--- src/rtl/crt_pkg.sv ---
package crt_pkg;
  // control register bit positions
  localparam int RUN_B    = 0;
  localparam int CTR_B    = 1;
  localparam int CAP_B    = 2;
  localparam int EXT_EN_B = 3;
  localparam int RX_B     = 4;
  localparam int TX_B     = 5;
  localparam int EXT_F_B  = 6;
  localparam int OVF_F_B  = 7;
  // fixed register addresses
  localparam int CTRL_ADDR = 0;
  localparam int MODE_ADDR = 1;

  typedef struct packed {
    logic stepUp;
    logic stepDown;
    logic loadReload;
    logic loadOnes;
    logic loadCapture;
  } crtStrobe_t;
endpackage

--- src/rtl/crt_ctrl.sv ---
module crt_ctrl
  import crt_pkg::*;
#(
  parameter int ADDR_W   = 3,
  parameter int CNT_BASE = 2,
  parameter int BYTES    = 2
) (
  input  logic              clk,
  input  logic              rstN,
  input  logic              machineTick,
  input  logic              cntPin,
  input  logic              trigPin,
  input  logic              wrEn,
  input  logic [ADDR_W-1:0] wrAddr,
  input  logic [7:0]        wrData,
  input  logic              cntAtMax,
  input  logic              cntAtReload,
  output crtStrobe_t        strobe,
  output logic [7:0]        ctrlReg,
  output logic              downEn,
  output logic              irq,
  output logic              ovfPulse
);
  localparam logic [ADDR_W-1:0] CNT_LO = ADDR_W'(CNT_BASE);
  localparam logic [ADDR_W-1:0] CNT_HI = ADDR_W'(CNT_BASE + BYTES - 1);

  logic [7:0] ctrlQ, ctrlNext;
  logic downEnQ, cntSampQ, trigSampQ, ovfPulseQ;
  logic baudMode, capMode, upDownMode, ctrlWr, cntWr;
  logic cntFall, trigFall, step, dirDown, goUp, goDown, wrapUp, wrapDown, anyWrap;

  // mode decode
  assign baudMode   = ctrlQ[RX_B] | ctrlQ[TX_B];
  assign capMode    = ~baudMode & ctrlQ[CAP_B];
  assign upDownMode = ~baudMode & ~ctrlQ[CAP_B] & downEnQ;

  assign ctrlWr = wrEn && (wrAddr == ADDR_W'(CTRL_ADDR));
  assign cntWr  = wrEn && (wrAddr >= CNT_LO) && (wrAddr <= CNT_HI);

  // per-tick edge detection on the sampled pins
  assign cntFall  = machineTick & cntSampQ & ~cntPin;
  assign trigFall = machineTick & trigSampQ & ~trigPin & ctrlQ[EXT_EN_B]
                    & ~baudMode & ~upDownMode;

  assign step     = ctrlQ[RUN_B] & ~cntWr & (ctrlQ[CTR_B] ? cntFall : machineTick);
  assign dirDown  = upDownMode & ~trigPin;
  assign goUp     = step & ~dirDown;
  assign goDown   = step & dirDown;
  assign wrapUp   = goUp & cntAtMax;
  assign wrapDown = goDown & cntAtReload;
  assign anyWrap  = wrapUp | wrapDown;

  always_comb begin
    strobe.stepUp      = goUp;
    strobe.stepDown    = goDown;
    strobe.loadReload  = ~cntWr & ~capMode & (wrapUp | trigFall);
    strobe.loadOnes    = wrapDown;
    strobe.loadCapture = trigFall & capMode;
  end

  // flags: hardware events are applied on top of a software write
  always_comb begin
    ctrlNext = ctrlQ;
    if (ctrlWr) ctrlNext = wrData;
    if (anyWrap && !baudMode) ctrlNext[OVF_F_B] = 1'b1;
    if (trigFall) ctrlNext[EXT_F_B] = 1'b1;
    if (anyWrap && upDownMode) ctrlNext[EXT_F_B] = ~ctrlNext[EXT_F_B];
  end

  always_ff @(posedge clk or negedge rstN) begin
    if (!rstN) begin
      ctrlQ     <= '0;
      downEnQ   <= 1'b0;
      cntSampQ  <= 1'b0;
      trigSampQ <= 1'b0;
      ovfPulseQ <= 1'b0;
    end else begin
      ctrlQ <= ctrlNext;
      if (wrEn && (wrAddr == ADDR_W'(MODE_ADDR))) downEnQ <= wrData[0];
      if (machineTick) begin
        cntSampQ  <= cntPin;
        trigSampQ <= trigPin;
      end
      ovfPulseQ <= anyWrap;
    end
  end

  assign ctrlReg  = ctrlQ;
  assign downEn   = downEnQ;
  assign ovfPulse = ovfPulseQ;
  assign irq      = ctrlQ[OVF_F_B] | (ctrlQ[EXT_F_B] & ~upDownMode);


  pulse_flag_chk: assert property (@(posedge clk) disable iff (!rstN)
    ovfPulseQ |-> (ctrlQ[OVF_F_B] || $past(baudMode)));

  trig_ignore_chk: assert property (@(posedge clk) disable iff (!rstN)
    (!ctrlQ[EXT_EN_B] && !upDownMode && !ctrlWr) |=> !$rose(ctrlQ[EXT_F_B]));

  baud_noflag_chk: assert property (@(posedge clk) disable iff (!rstN)
    (baudMode && !ctrlWr && !ctrlQ[OVF_F_B]) |=> !ctrlQ[OVF_F_B]);
endmodule

--- src/rtl/crt_datapath.sv ---
module crt_datapath
  import crt_pkg::*;
#(
  parameter int CNT_W    = 16,
  parameter int ADDR_W   = 3,
  parameter int CNT_BASE = 2,
  parameter int RLD_BASE = 4
) (
  input  logic              clk,
  input  logic              rstN,
  input  crtStrobe_t        strobe,
  input  logic              wrEn,
  input  logic [ADDR_W-1:0] busAddr,
  input  logic [7:0]        wrData,
  output logic [7:0]        rdData,
  output logic              cntAtMax,
  output logic              cntAtReload
);
  localparam int BYTES = CNT_W / 8;

  logic [CNT_W-1:0] cntQ, cntNext, rldQ, rldNext;
  logic [BYTES-1:0] rldByteWr;

  generate
    for (genvar g = 0; g < BYTES; g++) begin : g_rldWr
      assign rldByteWr[g] = wrEn && (busAddr == ADDR_W'(RLD_BASE + g));
    end
  endgenerate

  always_comb begin
    cntNext = cntQ;
    rldNext = rldQ;
    if (strobe.loadReload)    cntNext = rldQ;
    else if (strobe.loadOnes) cntNext = '1;
    else if (strobe.stepUp)   cntNext = cntQ + 1'b1;
    else if (strobe.stepDown) cntNext = cntQ - 1'b1;
    if (strobe.loadCapture) rldNext = cntQ;
    for (int i = 0; i < BYTES; i++) begin
      if (wrEn && (busAddr == ADDR_W'(CNT_BASE + i))) cntNext[i*8 +: 8] = wrData;
      if (rldByteWr[i]) rldNext[i*8 +: 8] = wrData;
    end
  end

  always_ff @(posedge clk or negedge rstN) begin
    if (!rstN) begin
      cntQ <= '0;
      rldQ <= '0;
    end else begin
      cntQ <= cntNext;
      rldQ <= rldNext;
    end
  end

  always_comb begin
    rdData = '0;
    for (int i = 0; i < BYTES; i++) begin
      if (busAddr == ADDR_W'(CNT_BASE + i)) rdData = cntQ[i*8 +: 8];
      if (busAddr == ADDR_W'(RLD_BASE + i)) rdData = rldQ[i*8 +: 8];
    end
  end

  assign cntAtMax    = &cntQ;
  assign cntAtReload = (cntQ == rldQ);


  ones_load_chk: assert property (@(posedge clk) disable iff (!rstN)
    strobe.loadOnes |=> (cntQ == '1));

  capture_chk: assert property (@(posedge clk) disable iff (!rstN)
    (strobe.loadCapture && (rldByteWr == '0)) |=> (rldQ == $past(cntQ)));

  step_chk: assert property (@(posedge clk) disable iff (!rstN)
    (strobe.stepUp && !strobe.loadReload) |=> (cntQ == CNT_W'($past(cntQ) + 1'b1)));
endmodule

--- src/rtl/cap_reload_timer.sv ---
module cap_reload_timer
  import crt_pkg::*;
#(
  parameter int CNT_W  = 16,
  parameter int ADDR_W = 3
) (
  input  logic              clk,
  input  logic              rstN,
  input  logic              machineTick,
  input  logic              cntPin,
  input  logic              trigPin,
  input  logic              wrEn,
  input  logic [ADDR_W-1:0] busAddr,
  input  logic [7:0]        wrData,
  output logic [7:0]        rdData,
  output logic              irq,
  output logic              ovfPulse
);
  localparam int BYTES    = CNT_W / 8;
  localparam int CNT_BASE = MODE_ADDR + 1;
  localparam int RLD_BASE = CNT_BASE + BYTES;

  crtStrobe_t strobe;
  logic [7:0] ctrlReg, dpRd;
  logic downEn, cntAtMax, cntAtReload;

  crt_ctrl #(.ADDR_W(ADDR_W), .CNT_BASE(CNT_BASE), .BYTES(BYTES)) ctrl_i (
    .clk(clk), .rstN(rstN), .machineTick(machineTick), .cntPin(cntPin),
    .trigPin(trigPin), .wrEn(wrEn), .wrAddr(busAddr), .wrData(wrData),
    .cntAtMax(cntAtMax), .cntAtReload(cntAtReload), .strobe(strobe),
    .ctrlReg(ctrlReg), .downEn(downEn), .irq(irq), .ovfPulse(ovfPulse)
  );

  crt_datapath #(.CNT_W(CNT_W), .ADDR_W(ADDR_W), .CNT_BASE(CNT_BASE),
                 .RLD_BASE(RLD_BASE)) dp_i (
    .clk(clk), .rstN(rstN), .strobe(strobe), .wrEn(wrEn), .busAddr(busAddr),
    .wrData(wrData), .rdData(dpRd), .cntAtMax(cntAtMax), .cntAtReload(cntAtReload)
  );

  always_comb begin
    if (busAddr == ADDR_W'(CTRL_ADDR))      rdData = ctrlReg;
    else if (busAddr == ADDR_W'(MODE_ADDR)) rdData = {7'b0, downEn};
    else                                    rdData = dpRd;
  end
endmodule

--- config.mk ---
export PLATFORM = sky130hd
export DESIGN_NAME = cap_reload_timer
export DESIGN_NICKNAME = d
export VERILOG_FILES = /design/src/rtl/crt_pkg.sv /design/src/rtl/crt_ctrl.sv /design/src/rtl/crt_datapath.sv /design/src/rtl/cap_reload_timer.sv
export SDC_FILE = /design/constraint.sdc
export NUM_CORES = 1
export LEC_CHECK = 0
export BUFFER_PORTS_ARGS = -buffer_cell sky130_fd_sc_hd__clkbuf_2
export CAP_MARGIN = 20
export CORE_ASPECT_RATIO = 1.2
export CORE_MARGIN = 5
export CORE_UTILIZATION = 39
export DETAILED_ROUTE_END_ITERATION = 8
export PLACE_DENSITY_LB_ADDON = 0.12
export SLEW_MARGIN = 10
export SYNTH_ARGS = -nofsm -noshare
export SYNTH_HDL_FRONTEND = slang
export SYNTH_SLANG_ARGS = --single-unit
--- constraint.sdc ---
create_clock -name clk -period 4 [get_ports clk]
set_input_delay 1.2 -clock clk [delete_from_list [all_inputs] [get_ports clk]]
set_output_delay 1.2 -clock clk [all_outputs]
set_load 0.03 [all_outputs]
==> results of run 1 <==
flip-flops by register name (all words and copies together), names as in the netlist:
name / cells
ctrl_i.downEn: 1
ctrl_i.cntSampQ: 1
ctrl_i.ctrlReg: 8
dp_i.rldQ: 16
dp_i.cntQ: 16
ctrl_i.ovfPulse: 1
ctrl_i.trigSampQ: 1
area by class of cell:
| class | instances | area share (%) |
|---|---|---|
| Clock buffer | 6 | 1.95 |
| Clock inverter | 2 | 0.236 |
| Inverter | 9 | 0.797 |
| Multi-Input combinational cell | 319 | 55.1 |
| Sequential cell | 44 | 26.0 |
| Tap cell | 117 | 3.45 |
| Timing Repair Buffer | 79 | 12.5 |
how the worst max path moves through the flow:
stage	start	to	slack, ns	cells after the start
floorplan	busAddr[1]	dp_i.cntQ[15]	-0.02	11
global placement	busAddr[1]	dp_i.cntQ[15]	-0.11	13
detailed placement	busAddr[1]	dp_i.cntQ[15]	-0.17	13
CTS	busAddr[1]	dp_i.cntQ[15]	0.16	13
global route	cntPin	dp_i.cntQ[14]	0.003	14
finish	busAddr[0]	rdData[6]	0.25	5
logic make-up after synthesis:
group	after synthesis
AOI/OAI and AO/OA	117
xor gates and xnor gates	28
adders and majority gates	17
buffers and inverters	28
DFF	44
muxes	38
and+or+nand+nor	119
per-layer routing:
metal,vias to the layer above,global-route usage [%],wire [um]
li1,1599,-,-
met4,0,8.73,378
met5,-,0,0
met3,24,2.57,372
met2,82,34.7,5340
met1,1609,27.5,4830
power by group through the flow:
| stage | clock network [mW] | registers (mW) | logic, mW |
|---|---|---|---|
| after floorplan | 0 | 0.761 | 1.21 |
| after global placement | 0 | 0.882 | 1.78 |
| after detailed placement | 0 | 0.884 | 1.80 |
| after CTS | 0.314 | 0.876 | 1.81 |
| after global routing | 0.332 | 0.906 | 2.01 |
| final | 0.304 | 0.882 | 1.82 |
cells in the final DEF, fill, tap and decap left out, types with 3 or more instances in the layout:
cell type  count
inv_1          8
a21o_1         3
clkbuf_8       6
and3_1         6
dfrtp_1       44
or2_2          3
o21a_1         3
nand2b_1       7
xnor2_1       20
mux2i_1       25
a21oi_1       28
mux2_2        13
buf_4         53
o21ai_0       28
o221ai_1       6
ha_1          16
nand3_1       10
clkbuf_2      26
o22ai_1        8
nor2_1        24
nor4_1         7
nor3_1         5
xor2_1         8
nand4_1        7
nand2_1       31
o22ai_2        7
a22oi_1       13
stage by stage:
stage	util [%]	setup WS, ns	cells
after global placement	47.7	-0.111	568
after floorplan	-	-0.0178	391
after global routing	49.0	0.00323	576
after CTS	48.7	0.156	576
after detailed placement	47.7	-0.171	568
final	49.0	0.246	576
==> flow_metrics.env, run 1 <==
export IMPL_drv_cap=0
export IMPL_dp_hpwl_um=8450
export IMPL_skew_ns=0.0116
export IMPL_yosys_top_cells_count="dfrtp_1, nand2_1, a21oi_1, o21ai_0, mux2i_1"
export IMPL_worst_r2r_setup_slack_ns=0.66
export IMPL_crit_top_cell="clkbuf_2"
export IMPL_power_frac_comb_pct=60.6
export IMPL_synth_seq_cells=44
export IMPL_root_buffer="clkbuf_8"
export IMPL_worst_pin_slew_ns=0.968
export IMPL_diodes=0
export IMPL_yosysTopAreaCell="dfrtp_1"
export IMPL_start_util_pct=40.2
export IMPL_die_w_um=96.3
export IMPL_post_cts_setup_buffers=0
export IMPL_core_area_um2=8660
export IMPL_max_vdd_ir_drop_mv=0.239
export IMPL_rsz0062_at_grt="false"
export IMPL_required_ns=2.80
export IMPL_seqCellArea_um2=1100
export IMPL_setup_tns_ns=0
export IMPL_ant_nets=0
export IMPL_netlist_instances=391
export IMPL_grt_max_degree=29
export IMPL_grt_overflow_total=0
export IMPL_p_leak_nw=1.92
export IMPL_crit_slowest_cell="clkbuf_2"
export IMPL_fmax_mhz=266
export IMPL_cp_end_kind="output port"
export IMPL_path_clk_slew_ns=0.08
export IMPL_wirelength_um=10900
export IMPL_status="completed"
export IMPL_cts_resized=0
export IMPL_critical_path_buf_inv_count=2
export IMPL_track_usage_pct=21.1
export IMPL_ys_top_cells_by_area="dfrtp_1, mux2i_1, ha_1"
export IMPL_clock_latency_ns=0.31
export IMPL_ys_seq_area_share_pct=31.6
export IMPL_power_density_nw_per_um2=710
export IMPL_placed_area_um2=4130
export IMPL_multi_input_area_um2=2340
export IMPL_holdCritPathClass="register to register"
export IMPL_finalSetupViolCount=0
export IMPL_synth_top_area_share_pct=31.6
export IMPL_synth_mux_area_fraction_pct=11.4
export IMPL_drc=0
export IMPL_drt_iter0_drc=198
export IMPL_start_kind="input port"
export IMPL_crit_chain="clkbuf_2, mux2_2, a22oi_1, o22ai_2, clkbuf_2"
export IMPL_cts_buffers=5
export IMPL_antenna_found_initial=0
export IMPL_maxSlewViolCount=0
export IMPL_syn_area_um2=3480
export IMPL_whs_path_depth=1
export IMPL_hold_violations=0
export IMPL_grt_pass1_vias=3319
export IMPL_htreeDepth=2
export IMPL_nFillCells=879
export IMPL_p_switching_mw=1.36
export IMPL_whs_ns=0.510
export IMPL_worst_path_dominant_cell_family="buffers and inverters"
export IMPL_fin_crit_ns=3.75
export IMPL_synth_simple_gate_area_share_pct=18.8
export IMPL_yosysWarningCount=0
export IMPL_seqPwrFrac_pct=29.3
export IMPL_worstPathMaxFanout=21
export IMPL_num_nets_final=492
export IMPL_num_vias=3314
export IMPL_sw_frac_of_total_pct=45.1
export IMPL_syn_avg_cell_area_um2=8.91
export IMPL_total_power_mw=3.01
export IMPL_design_area_um2=4240
export IMPL_layout_drive_gt1_share_pct=26.6
export IMPL_synth_compound_area_share_pct=21.7
export IMPL_syn2layout_area_growth_pct=21.7
export IMPL_synth_distinct_cells=56
export IMPL_cts_sinks=44
export IMPL_wl_per_cell_um=18.9
export IMPL_synth_ff_type="dfrtp_1"
export IMPL_relSlewSlack_pct=35.5
export IMPL_finalCritPeriodShare_pct=93.9
export IMPL_port_buffer_count=26
export IMPL_min_to="ctrl_i.trigSampQ"
export IMPL_hold_start="ctrl_i.trigSampQ"
export IMPL_via_per_inst=5.75
export IMPL_cts_hold_buf=0
export IMPL_arrival_ns=2.55
export IMPL_synth_edf_count=0
export IMPL_grt_first_pass_wirelength_um=17600
export IMPL_syn_num_nets=425
export IMPL_tritoncts="done"
export IMPL_synth_fa_ha_area_share_pct=6.32
export IMPL_slowest_delay_ns=0.42
export IMPL_firstDrtPassIters=4
export IMPL_dieArea_um2=10900
export IMPL_io_pins=27
export IMPL_chipHeight_um=114
export IMPL_intPower_mw=1.65
export IMPL_synth_top_family_by_area="compound AO/OA/AOI/OAI gates"
export IMPL_pwr_share_clk_pct=10.1
export IMPL_cts_path_max_buffers=2
export IMPL_row_count=37
export IMPL_timing_rr_end="dp_i.cntQ[14]"
export IMPL_synthArstFlopShare_pct=100
export IMPL_synth_xor_area_share_pct=7.04
export IMPL_yosysMostFrequentCell="dfrtp_1"
export IMPL_reg2reg_depth=14
export IMPL_path_class="input port to output port"
export IMPL_place_congestion=0.852
export IMPL_r2r_start="ctrl_i.ctrlReg[4]"
Note: power is estimated with default switching activity, not from simulation.
==> inputs of run 2 (changes only) <==
- CORE_UTILIZATION: 39 -> 36
- CTS_BUF_LIST: default -> sky130_fd_sc_hd__clkbuf_8 sky130_fd_sc_hd__clkbuf_16
==> run 2 against run 1 <==
Non-clock buffer count fell by 3. Global-route usage is 1.4 points lower. Sequential share of layout area fell by 0.40 points. Worst setup slack got worse by 0.077 ns. Critical endpoint is now dp_i.cntQ[15]. Largest cell class unchanged.
==> flow_metrics.env, run 2 (synthesis results as in run 1) <==
export IMPL_status="completed"
export IMPL_wl_per_cell_um=19.6
export IMPL_wirelength_um=11400
export IMPL_worst_pin_slew_ns=0.987
export IMPL_path_class="input port to register"
export IMPL_min_to="ctrl_i.cntSampQ"
export IMPL_seqPwrFrac_pct=28.1
export IMPL_worst_r2r_setup_slack_ns=0.69
export IMPL_dieArea_um2=11700
export IMPL_rsz0062_at_grt="false"
export IMPL_nFillCells=944
export IMPL_p_switching_mw=1.37
export IMPL_antenna_found_initial=0
export IMPL_required_ns=4.18
export IMPL_worstPathMaxFanout=9
export IMPL_hold_violations=0
export IMPL_mostFrequentLayoutCells="buf_4, dfrtp_1, nand2_1"
export IMPL_path_clk_slew_ns=0.06
export IMPL_via_per_inst=5.70
export IMPL_syn2layout_area_growth_pct=23.6
export IMPL_ant_nets=0
export IMPL_drc=0
export IMPL_cts_buffers=5
export IMPL_relSlewSlack_pct=34.2
export IMPL_tritoncts="done"
export IMPL_core_area_um2=9520
export IMPL_post_cts_setup_buffers=0
export IMPL_track_usage_pct=19.7
export IMPL_p_leak_nw=1.94
export IMPL_htreeDepth=2
export IMPL_utilization_pct=45.2
export IMPL_finalSetupViolCount=0
export IMPL_grt_pass1_vias=3401
export IMPL_finalCritPeriodShare_pct=95.8
export IMPL_intPower_mw=1.79
export IMPL_drt_iter0_drc=214
export IMPL_grt_overflow_total=0
export IMPL_chipHeight_um=118
export IMPL_cp_end_kind="register"
export IMPL_fmax_mhz=261
export IMPL_sw_frac_of_total_pct=43.4
export IMPL_maxSlewViolCount=0
export IMPL_io_pins=27
export IMPL_multi_input_area_um2=2350
export IMPL_power_density_nw_per_um2=733
export IMPL_place_congestion=0.903
export IMPL_fin_crit_ns=3.83
export IMPL_skew_ns=0.00779
export IMPL_start_util_pct=36.6
export IMPL_reg2reg_depth=14
export IMPL_timing_rr_end="dp_i.cntQ[14]"
export IMPL_hold_start="ctrl_i.cntSampQ"
export IMPL_seqCellArea_um2=1100
export IMPL_start_kind="input port"
export IMPL_port_buffer_count=26
export IMPL_num_nets_final=490
export IMPL_pwr_share_clk_pct=14.8
export IMPL_r2r_start="ctrl_i.ctrlReg[4]"
export IMPL_firstDrtPassIters=5
export IMPL_root_buffer="clkbuf_16"
export IMPL_grt_max_degree=34
export IMPL_power_frac_comb_pct=57.0
export IMPL_drv_cap=0
export IMPL_final_common_cell="buf_4"
export IMPL_holdCritPathClass="register to register"
export IMPL_cts_sinks=44
export IMPL_total_power_mw=3.15
export IMPL_whs_path_depth=1
export IMPL_row_count=39
export IMPL_diodes=0
export IMPL_num_vias=3306
export IMPL_max_vdd_ir_drop_mv=0.244
export IMPL_arrival_ns=4.01
export IMPL_layout_drive_gt1_share_pct=25.6
export IMPL_grt_first_pass_wirelength_um=18300
export IMPL_cts_path_max_buffers=2
export IMPL_clock_latency_ns=0.29
export IMPL_die_w_um=99.8
export IMPL_dp_hpwl_um=8720
-- run 2: cell count changes in the layout (fill, tap and decap cells not counted), sizes merged --
cell,delta
buf,-3
bufinv,+1
clkbuf,-1
clkinv,-1
inv,+1
nand2,+1
-- run 2: per-stage QoR --
step	instances	setup WS (ns)	TNS, ns	hold WS (ns)	instance area (um^2)
after floorplan	391	-0.0178	-0.0178	0.480	3530
after global placement	571	-0.280	-0.608	0.491	4110
after detailed placement	571	-0.315	-0.720	0.498	4110
after CTS	579	0.112	0	0.512	4280
after global routing	580	0.0185	0	0.552	4300
final	580	0.169	0	0.511	4300
-- run 2: worst max-delay path by stage --
stage               startpoint            end  slack, ns
floorplan           busAddr[1]  dp_i.cntQ[15]      -0.02
global placement    busAddr[1]  dp_i.cntQ[15]      -0.28
detailed placement      cntPin  dp_i.cntQ[15]      -0.31
CTS                     cntPin  dp_i.cntQ[15]       0.11
global route            cntPin  dp_i.cntQ[15]       0.02
finish                  cntPin  dp_i.cntQ[15]       0.17
-- run 2: power groups by stage --
stage	logic (mW)	registers, mW	clock network [mW]
global placement	1.77	0.890	0
finish	1.80	0.888	0.467
floorplan	1.21	0.761	0
CTS	1.80	0.881	0.475
global route	2.00	0.906	0.494
detailed placement	1.78	0.887	0
-- run 2: layer usage --
layer  vias to the layer above  wire length, um  track usage [%]
met5                         -                0                0
met4                         0              344             8.45
met3                        26              409             2.55
met2                        85             5710             33.0
met1                      1595             4920             24.9
li1                       1600                -                -
-- run 2: area by class of cell --
type                       instances  share of cell area [%]
sequential                        44                    25.6
clock buffer                       5                    2.91
timing repair buffer              76                    11.7
tap                              123                    3.58
inverter                           9                   0.785
clock inverter                     3                   0.901
multi-input combinational        320                    54.5
-- run 2: timing repair --
item / 4_1_cts / 5_1_grt
pin swaps: 0 / 2
setup endpoints to repair: 1 / 1
cloned: 0 / 1
gates resized for setup: 1 / 2
hold buffers: 0 / 0
-- run 2: worst max-delay path: stages --
cell      delay [ns]
clkbuf_2        0.08
nand2b_1        0.18
a221oi_4        0.35
nand2_2         0.17
buf_4           0.21
ha_1            0.22
a21oi_1         0.15
a21oi_1         0.10
or3_1           0.37
o221ai_2        0.18
a21oi_1         0.11
or4b_1          0.50
and3_1          0.17
==> inputs of run 3 (changes only) <==
- BUFFER_PORTS_ARGS: -buffer_cell sky130_fd_sc_hd__clkbuf_2 -> -buffer_cell sky130_fd_sc_hd__buf_2
==> run 3 against run 2 <==
Sequential share of layout area fell by 0.30 points. Clock power barely moved. Global-route usage about the same. First-iteration DRC count down 7.9%. Core utilization grew 0.54 points. Clock skew decreased by 0.0017 ns. Die area did not move. Routed wire length shrank 2.6%. Critical path depth rose by 3. Sequential power is 1% lower. Final cell count up 0.86%. Critical path type unchanged. Largest power group unchanged.
==> flow_metrics.env, run 3 (synthesis results as in run 1) <==
export IMPL_status="completed"
export IMPL_start_util_pct=36.6
export IMPL_drv_cap=0
export IMPL_grt_first_pass_wirelength_um=18200
export IMPL_gr_usage_met2_pct=32.0
export IMPL_timing_rr_end="dp_i.cntQ[14]"
export IMPL_fmax_mhz=263
export IMPL_finalSetupViolCount=0
export IMPL_placed_area_um2=4150
export IMPL_rsz0062_at_grt="false"
export IMPL_start_kind="input port"
export IMPL_cts_buffers=5
export IMPL_final_common_cell="buf_4"
export IMPL_antenna_found_initial=0
export IMPL_path_class="input port to register"
export IMPL_busiest_layer="met2"
export IMPL_row_count=39
export IMPL_cts_sinks=44
export IMPL_via_per_inst=5.53
export IMPL_io_pins=27
export IMPL_cp_end_kind="register"
export IMPL_power_density_nw_per_um2=731
export IMPL_tritoncts="done"
export IMPL_post_cts_setup_buffers=0
export IMPL_worst_r2r_setup_slack_ns=0.58
export IMPL_finalCritPeriodShare_pct=94.9
export IMPL_clock_latency_ns=0.29
export IMPL_utilization_pct=45.8
export IMPL_drc=0
export IMPL_holdCritPathClass="register to register"
export IMPL_num_vias=3233
export IMPL_cts_resized=0
export IMPL_maxSlewViolCount=0
export IMPL_place_congestion=0.839
export IMPL_num_nets_final=495
export IMPL_r2r_start="ctrl_i.ctrlReg[4]"
export IMPL_hold_start="ctrl_i.trigSampQ"
export IMPL_ant_nets=0
export IMPL_endpoint="dp_i.cntQ[14]"
export IMPL_skew_ns=0.00609
export IMPL_diodes=0
export IMPL_cts_hold_buf=0
export IMPL_path_clk_slew_ns=0.06
export IMPL_cts_path_max_buffers=2
export IMPL_relSlewSlack_pct=35.3
export IMPL_die_w_um=99.8
export IMPL_fin_crit_ns=3.80
export IMPL_mostFrequentLayoutCells="buf_4, dfrtp_1, nand2_1"
export IMPL_firstDrtPassIters=5
export IMPL_required_ns=4.16
export IMPL_worst_pin_slew_ns=0.971
export IMPL_grt_pass1_vias=3309
export IMPL_arrival_ns=3.96
export IMPL_htreeDepth=2
export IMPL_grt_max_degree=45
export IMPL_grtUsageMet3_pct=2.07
export IMPL_track_usage_pct=19.7
export IMPL_met1_usage_pct=26.5
export IMPL_max_vdd_ir_drop_mv=0.266
export IMPL_worstPathMaxFanout=10
export IMPL_layout_drive_gt1_share_pct=26.8
export IMPL_hold_violations=0
export IMPL_core_area_um2=9520
export IMPL_wirelength_um=11100
export IMPL_drt_iter0_drc=197
export IMPL_port_buffer_count=26
export IMPL_design_area_um2=4360
export IMPL_syn2layout_area_growth_pct=25.1
export IMPL_p_leak_nw=1.97
export IMPL_wl_per_cell_um=18.9
export IMPL_chipHeight_um=118
export IMPL_whs_ns=0.511
export IMPL_grt_overflow_total=0
export IMPL_dp_hpwl_um=8480
export IMPL_reg2reg_depth=14
export IMPL_setup_tns_ns=0
export IMPL_crit_start="busAddr[1]"
export IMPL_dieArea_um2=11700
export IMPL_root_buffer="clkbuf_16"
==> run 3: worst min path at each step <==
stage                        to  slack [ns]  cells after the start
2_1_floorplan  ctrl_i.trigSampQ        0.48                      1
3_3_place_gp   ctrl_i.trigSampQ        0.49                      1
3_5_place_dp   ctrl_i.trigSampQ        0.50                      1
4_1_cts        ctrl_i.trigSampQ        0.51                      1
5_1_grt        ctrl_i.trigSampQ        0.56                      1
6_report       ctrl_i.trigSampQ        0.51                      1
==> run 3: layout make-up <==
type / count / area, um^2
multi-input combinational: 319 / 2340
sequential: 44 / 1100
timing repair buffer: 82 / 563
clock buffer: 5 / 125
fill: 938 / 5160
clock inverter: 3 / 38.8
tap: 123 / 154
inverter: 9 / 33.8
==> run 3: critical path: stages <==
cell and delay, ns:
buf_2 0.11, nor2b_4 0.12, a221oi_1 0.28, buf_4 0.17
nand2_4 0.10, buf_4 0.16, ha_1 0.30, buf_4 0.12
o21a_1 0.12, o31ai_2 0.08, a21oi_1 0.26, a221oi_2 0.09
buf_4 0.17, and4_1 0.18, nor4_1 0.34, o22ai_1 0.15
==> run 3: routing by layer <==
layer | share of wire [%] | vias up | routed length (um)
met2 | 49 | 83 | 5410
met5 | 0 | - | 0
met1 | 46 | 1526 | 5050
li1 | - | 1608 | -
met3 | 2.8 | 16 | 313
met4 | 2.8 | 0 | 315
==> run 3: power by group <==
group	internal [mW]	switching [mW]	leakage [nW]	total, mW
clock network	0.291	0.174	0.0850	0.466
registers	0.590	0.289	0.534	0.879
logic	0.941	0.899	1.35	1.84
==> run 3: metrics by stage <==
stage	power [mW]	instances	setup WS, ns
2_1_floorplan	1.97	391	-0.0178
4_1_cts	3.18	584	0.0626
6_report	3.18	585	0.204
3_5_place_dp	2.69	576	-0.235
5_1_grt	3.45	585	0.0253
3_3_place_gp	2.69	576	-0.294
